[config.mk]
export PLATFORM = sky130hd
export DESIGN_NAME = dual_port_busy_arb
export DESIGN_NICKNAME = d
export VERILOG_FILES = /design/src/rtl/dpb_pkg.sv /design/src/rtl/dpb_port_track.sv /design/src/rtl/dpb_arbiter.sv /design/src/rtl/dpb_port_gate.sv /design/src/rtl/dual_port_busy_arb.sv
export SDC_FILE = /design/constraint.sdc
export NUM_CORES = 1
export LEC_CHECK = 0
export ABC_AREA = 1
export BUFFER_PORTS_ARGS = -buffer_cell sky130_fd_sc_hd__buf_2
export CAP_MARGIN = 20
export CORE_ASPECT_RATIO = 1.25
export CORE_MARGIN = 2
export CORE_UTILIZATION = 56
export CTS_BUF_LIST = sky130_fd_sc_hd__clkbuf_2 sky130_fd_sc_hd__clkbuf_4 sky130_fd_sc_hd__clkbuf_8
export CTS_CLUSTER_DIAMETER = 80
export DETAILED_ROUTE_END_ITERATION = 8
export MAX_ROUTING_LAYER = met4
export PLACE_DENSITY = 0.82
export RECOVER_POWER = 25
export SYNTH_ARGS = -nofsm -noshare
export SYNTH_HDL_FRONTEND = slang
export SYNTH_SLANG_ARGS = --single-unit
[constraint.sdc]
create_clock -name clk -period 1.1 [get_ports clk]
set_input_delay 0.055 -clock clk [delete_from_list [all_inputs] [get_ports clk]]
set_output_delay 0.055 -clock clk [all_outputs]
set_load 0.01 [all_outputs]
[src/rtl/dpb_pkg.sv]
package dpb_pkg;
  typedef enum logic [1:0] {
    OWN_NONE  = 2'b00,
    OWN_LEFT  = 2'b01,
    OWN_RIGHT = 2'b10
  } owner_e;

  localparam int NPORT  = 2;
  localparam int P_LEFT = 0;
  localparam int P_RGT  = 1;
endpackage

[src/rtl/dpb_port_track.sv]
module dpb_port_track #(
  parameter int ADDR_W = 15
) (
  input  logic              clk,
  input  logic              rst_n,
  input  logic              ce_n,
  input  logic [ADDR_W-1:0] addr,
  output logic              sel,
  output logic              stayed
);
  logic              prev_sel;
  logic [ADDR_W-1:0] prev_addr;

  assign sel    = !ce_n;
  // selected now and already selected on this address one cycle ago
  assign stayed = sel && prev_sel && (prev_addr == addr);

  always_ff @(posedge clk or negedge rst_n) begin
    if (!rst_n) begin
      prev_sel  <= 1'b0;
      prev_addr <= '0;
    end else begin
      prev_sel  <= sel;
      prev_addr <= addr;
    end
  end
endmodule

[src/rtl/dpb_arbiter.sv]
module dpb_arbiter
  import dpb_pkg::*;
#(
  parameter int ADDR_W = 15
) (
  input  logic              clk,
  input  logic              rst_n,
  input  logic              sel_l,
  input  logic              sel_r,
  input  logic [ADDR_W-1:0] addr_l,
  input  logic [ADDR_W-1:0] addr_r,
  input  logic              stay_l,
  input  logic              stay_r,
  output logic              busy_l,
  output logic              busy_r
);
  owner_e owner_q;
  owner_e winner;
  logic   match;

  assign match = sel_l && sel_r && (addr_l == addr_r);

  always_comb begin
    winner = OWN_NONE;
    if (match) begin
      if (owner_q == OWN_LEFT && stay_l)       winner = OWN_LEFT;
      else if (owner_q == OWN_RIGHT && stay_r) winner = OWN_RIGHT;
      else if (stay_r && !stay_l)              winner = OWN_RIGHT;
      else                                     winner = OWN_LEFT;  // earlier left or tie
    end
  end

  always_ff @(posedge clk or negedge rst_n) begin
    if (!rst_n) begin
      owner_q <= OWN_NONE;
      busy_l  <= 1'b0;
      busy_r  <= 1'b0;
    end else begin
      owner_q <= winner;
      busy_l  <= (winner == OWN_RIGHT);
      busy_r  <= (winner == OWN_LEFT);
    end
  end
endmodule

[src/rtl/dpb_port_gate.sv]
module dpb_port_gate (
  input  logic master,
  input  logic ce_n,
  input  logic rw,
  input  logic we_n,
  input  logic busy_int,
  input  logic busy_in_n,
  output logic busy_out_n,
  output logic wr_go,
  output logic rd_go
);
  logic inhibit;

  assign inhibit    = master ? busy_int : !busy_in_n;
  assign busy_out_n = master ? !busy_int : 1'b1;
  assign wr_go      = !ce_n && !rw && !we_n && !inhibit;
  assign rd_go      = !ce_n && rw;
endmodule

[src/rtl/dual_port_busy_arb.sv]
module dual_port_busy_arb
  import dpb_pkg::*;
#(
  parameter int ADDR_W = 15
) (
  input  logic              clk,
  input  logic              rst_n,
  input  logic              master_mode,
  input  logic              l_ce_n,
  input  logic [ADDR_W-1:0] l_addr,
  input  logic              l_rw,
  input  logic              l_we_n,
  input  logic              l_busy_in_n,
  output logic              l_busy_n,
  output logic              l_wr_go,
  output logic              l_rd_go,
  input  logic              r_ce_n,
  input  logic [ADDR_W-1:0] r_addr,
  input  logic              r_rw,
  input  logic              r_we_n,
  input  logic              r_busy_in_n,
  output logic              r_busy_n,
  output logic              r_wr_go,
  output logic              r_rd_go
);
  logic [ADDR_W-1:0] addr_a [NPORT];
  logic [NPORT-1:0]  ce_n_a, rw_a, we_n_a, bin_a, bout_a, wr_a, rd_a;
  logic [NPORT-1:0]  sel_a, stay_a, busy_a;

  assign addr_a[P_LEFT] = l_addr;
  assign addr_a[P_RGT]  = r_addr;
  assign ce_n_a = {r_ce_n, l_ce_n};
  assign rw_a   = {r_rw, l_rw};
  assign we_n_a = {r_we_n, l_we_n};
  assign bin_a  = {r_busy_in_n, l_busy_in_n};

  for (genvar i = 0; i < NPORT; i++) begin : g_port
    dpb_port_track #(.ADDR_W(ADDR_W)) u_track (
      .clk    (clk),
      .rst_n  (rst_n),
      .ce_n   (ce_n_a[i]),
      .addr   (addr_a[i]),
      .sel    (sel_a[i]),
      .stayed (stay_a[i])
    );
    dpb_port_gate u_gate (
      .master     (master_mode),
      .ce_n       (ce_n_a[i]),
      .rw         (rw_a[i]),
      .we_n       (we_n_a[i]),
      .busy_int   (busy_a[i]),
      .busy_in_n  (bin_a[i]),
      .busy_out_n (bout_a[i]),
      .wr_go      (wr_a[i]),
      .rd_go      (rd_a[i])
    );
  end

  dpb_arbiter #(.ADDR_W(ADDR_W)) u_arb (
    .clk    (clk),
    .rst_n  (rst_n),
    .sel_l  (sel_a[P_LEFT]),
    .sel_r  (sel_a[P_RGT]),
    .addr_l (addr_a[P_LEFT]),
    .addr_r (addr_a[P_RGT]),
    .stay_l (stay_a[P_LEFT]),
    .stay_r (stay_a[P_RGT]),
    .busy_l (busy_a[P_LEFT]),
    .busy_r (busy_a[P_RGT])
  );

  assign l_busy_n = bout_a[P_LEFT];
  assign r_busy_n = bout_a[P_RGT];
  assign l_wr_go  = wr_a[P_LEFT];
  assign r_wr_go  = wr_a[P_RGT];
  assign l_rd_go  = rd_a[P_LEFT];
  assign r_rd_go  = rd_a[P_RGT];
endmodule

==> results.toml <==
[status]
status = "finished with violations"
failed_checks = "setup timing"

[critical_path]
worstSetupPathType = "register to primary output"
path_max_fanout = 2
endpoint_kind = "primary output"
start_kind = "register"
worstPathArrival_ns = 1.11
timing.critical_path.required_ns = 1.04

[place]
globalplace.congestion = 0.907
place.port_buffers = 46
post-dp-hpwl_um = 3930

[drt]
drt_iter0_drc = 93
first_pass_iters = 4
vias_per_cell = 4.63
post_drt_wl_per_cell_um = 11.6
wirelength_um = 5460
ant_nets = 0
vias = 2179
drc = 0

[cts]
cts_root_buffer = "clkbuf_8"
cts_tree = "done"
post_cts_buffers = 0
clkTransAtPathRegs_ns = 0.07
numCtsBuffers = 5
clock_sinks = 36
max-clock-path-buffers = 2
clk_latency_ns = 0.28
h-tree-depth = 2

[floorplanning]
io_pins = 47
die_h_um = 73.1
rows = 25
chipWidth_um = 59.3
start_util_pct = 57.5
die_area_mm2 = 0.00433
core_region_area_mm2 = 0.00372

[yosys]
syn_nets = 385
synth.top_cell.area_share_pct = 42.1
synthTopCellsByArea = "dfrtp_1 (42%), nand2_1 (26%), inv_1 (11%)"
synth-xor-area-share_pct = 2.87
yosysTopAreaCell = "dfrtp_1"
ys_warn_count = 0
synthesis.area_mm2 = 0.00214
avgSynthCellArea_um2 = 6.22
ys_seq_area_share_pct = 42.1
ys_ff_latch = 36
synth_top_family_by_area = "simple AND/OR/NAND/NOR gates"
synthAdderAreaFrac_pct = 0
synth-simple-area-share_pct = 37.7
syn_inst = 344
synth_mux_area_share_pct = 0
synth_cell_type_count = 18
synth_compound_area_share_pct = 3.63

[sta]
hold_slack_ns = 0.310
worst_slew_margin_rel_pct = 69.6
setup_ws_ns = -0.0677
max_freq_mhz = 856
setup_viol_count_final = 6
worst_pin_slew_ns = 0.456
hold_viol_final = 0
layout_worst_path_cycle_share_pct = 106
drv_slew = 0
rsz0062_at_grt = "yes"
clock-skew-final_ns = 0.00462
fin_crit_ns = 1.17

[grt]
antenna_found_initial = 0
overflow = 0
grt_pass1_wl_um = 8960
grt_pass1_vias = 2159
grt_usage_pct = 28.5
grt_max_degree = 37

[final_layout]
fin_util_pct = 77.0
syn2layout_area_growth_pct = 34.0
n_antenna_cell = 0
drive_gt1_share_pct = 16.7
nets = 472

[power]
power_density_mw_per_mm2 = 1030
p_leak_nw = 1.67
ir_drop_uv = 896
p_total_mw = 2.94

[job]
maxCapViolations = 0

[hold_path]
hold_class = "input pin to register"
## through the flow
| stage | instances | worst slack, ns | setup TNS [ns] | instance area, µm² |
|---|---|---|---|---|
| after CTS | 471 | -0.0805 | -0.323 | 2870 |
| after global placement | 431 | -0.0876 | -0.229 | 2430 |
| final | 471 | -0.0677 | -0.355 | 2870 |
| after detailed placement | 431 | -0.0988 | -0.342 | 2430 |
| after global routing | 471 | -0.172 | -0.944 | 2870 |
| after floorplan | 344 | 0.0880 | 0 | 2140 |
## critical path, stage by stage (launching register included)
cell,delay (ns)
dfrtp_1,0.38
nand2_1,0.08
o21ai_1,0.06
nor4_1,0.14
buf_2,0.17
## report_power, final
group          total (mW)  switching (mW)  internal, mW
logic               0.623           0.359         0.264
registers            1.42          0.0330          1.38
clock network       0.901           0.446         0.455
## cell usage after synthesis, drive strengths merged
cell / count
inv: 75
o21ai: 11
nand2: 150
xor2: 5
nor4: 2
clkinv: 3
nor2: 52
nand4: 1
xnor2: 2
o211ai: 1
nand3: 3
a21oi: 3
dfrtp: 36
## sequential cells by signal, indices dropped and copies added, names as in the netlist
register                  flops
u_arb.owner_q                 2
g_port.u_track.prev_sel       2
u_arb.busy_l                  1
g_port.u_track.prev_addr     30
u_arb.busy_r                  1
## logic make-up after synthesis
group / after synthesis
compound gates: 15
xor+xnor: 7
buf+inv: 78
flops: 36
simple gates: 208
## final cells by class
cell class	instances	area [µm²]
clock buffer	6	76.3
clock inverter	1	5.00
tap	40	50.0
sequential	36	901
timing repair buffer	80	546
multi-input combinational	230	996
fill	318	856
inverter	78	293
## per-layer routing
layer,routed length (µm),GRT usage [%],up-vias
li1,-,-,1155
met1,2370,33.1,967
met2,2810,48.8,50
met3,211,5.85,7
met4,77,8.84,0
met5,0,-,-
## cells in the final DEF (no fill, tap or decap)
cell           synthesis  final
clkinv_1               3      3
o21ai_0                8      6
dlygate4sd3_1          0     33
clkbuf_4               0      1
nand3_1                2      2
nor2_1                50     42
nor2_2                 2      9
nand4_1                1      1
buf_2                  0     28
clkbuf_1               0     18
inv_2                 11     13
clkinv_2               0      1
nor2_4                 0      1
inv_1                 64     62
nand2_1              148    138
o21ai_1                3      5
clkbuf_8               0      5
xor2_1                 5      5
a21oi_1                3      3
nand2_2                2     12
nor4_1                 2      2
xnor2_1                2      2
dfrtp_1               36     36
buf_4                  0      1
nand3_2                1      1
o211ai_1               1      1
## timing repair
item                                    CTS  global route
hold buffers                             33             0
gates cloned                              0             0
pin swaps                                10             9
gates resized for setup                  14             9
endpoints found under the setup margin    6             6
hold endpoints to repair                 68             0
## final timing paths
path | start | end | slack [ns] | depth (start not counted)
worst max-delay path | u_arb.busy_l | l_wr_go | -0.07 | 4
worst min-delay path | l_addr[2] | u_arb.owner_q[1] | 0.31 | 7
worst max register to register | g_port[1].u_track.prev_addr[12] | u_arb.owner_q[1] | -0.06 | 10
worst min register to register | g_port[0].u_track.prev_addr[8] | u_arb.busy_r | 0.78 | 7
max in group asynchronous | rst_n | g_port[0].u_track.prev_addr[10] | 0.44 | 3
min in group asynchronous | rst_n | g_port[1].u_track.prev_addr[1] | 0.33 | 3
No activity file was read; power rests on OpenSTA's default activity.
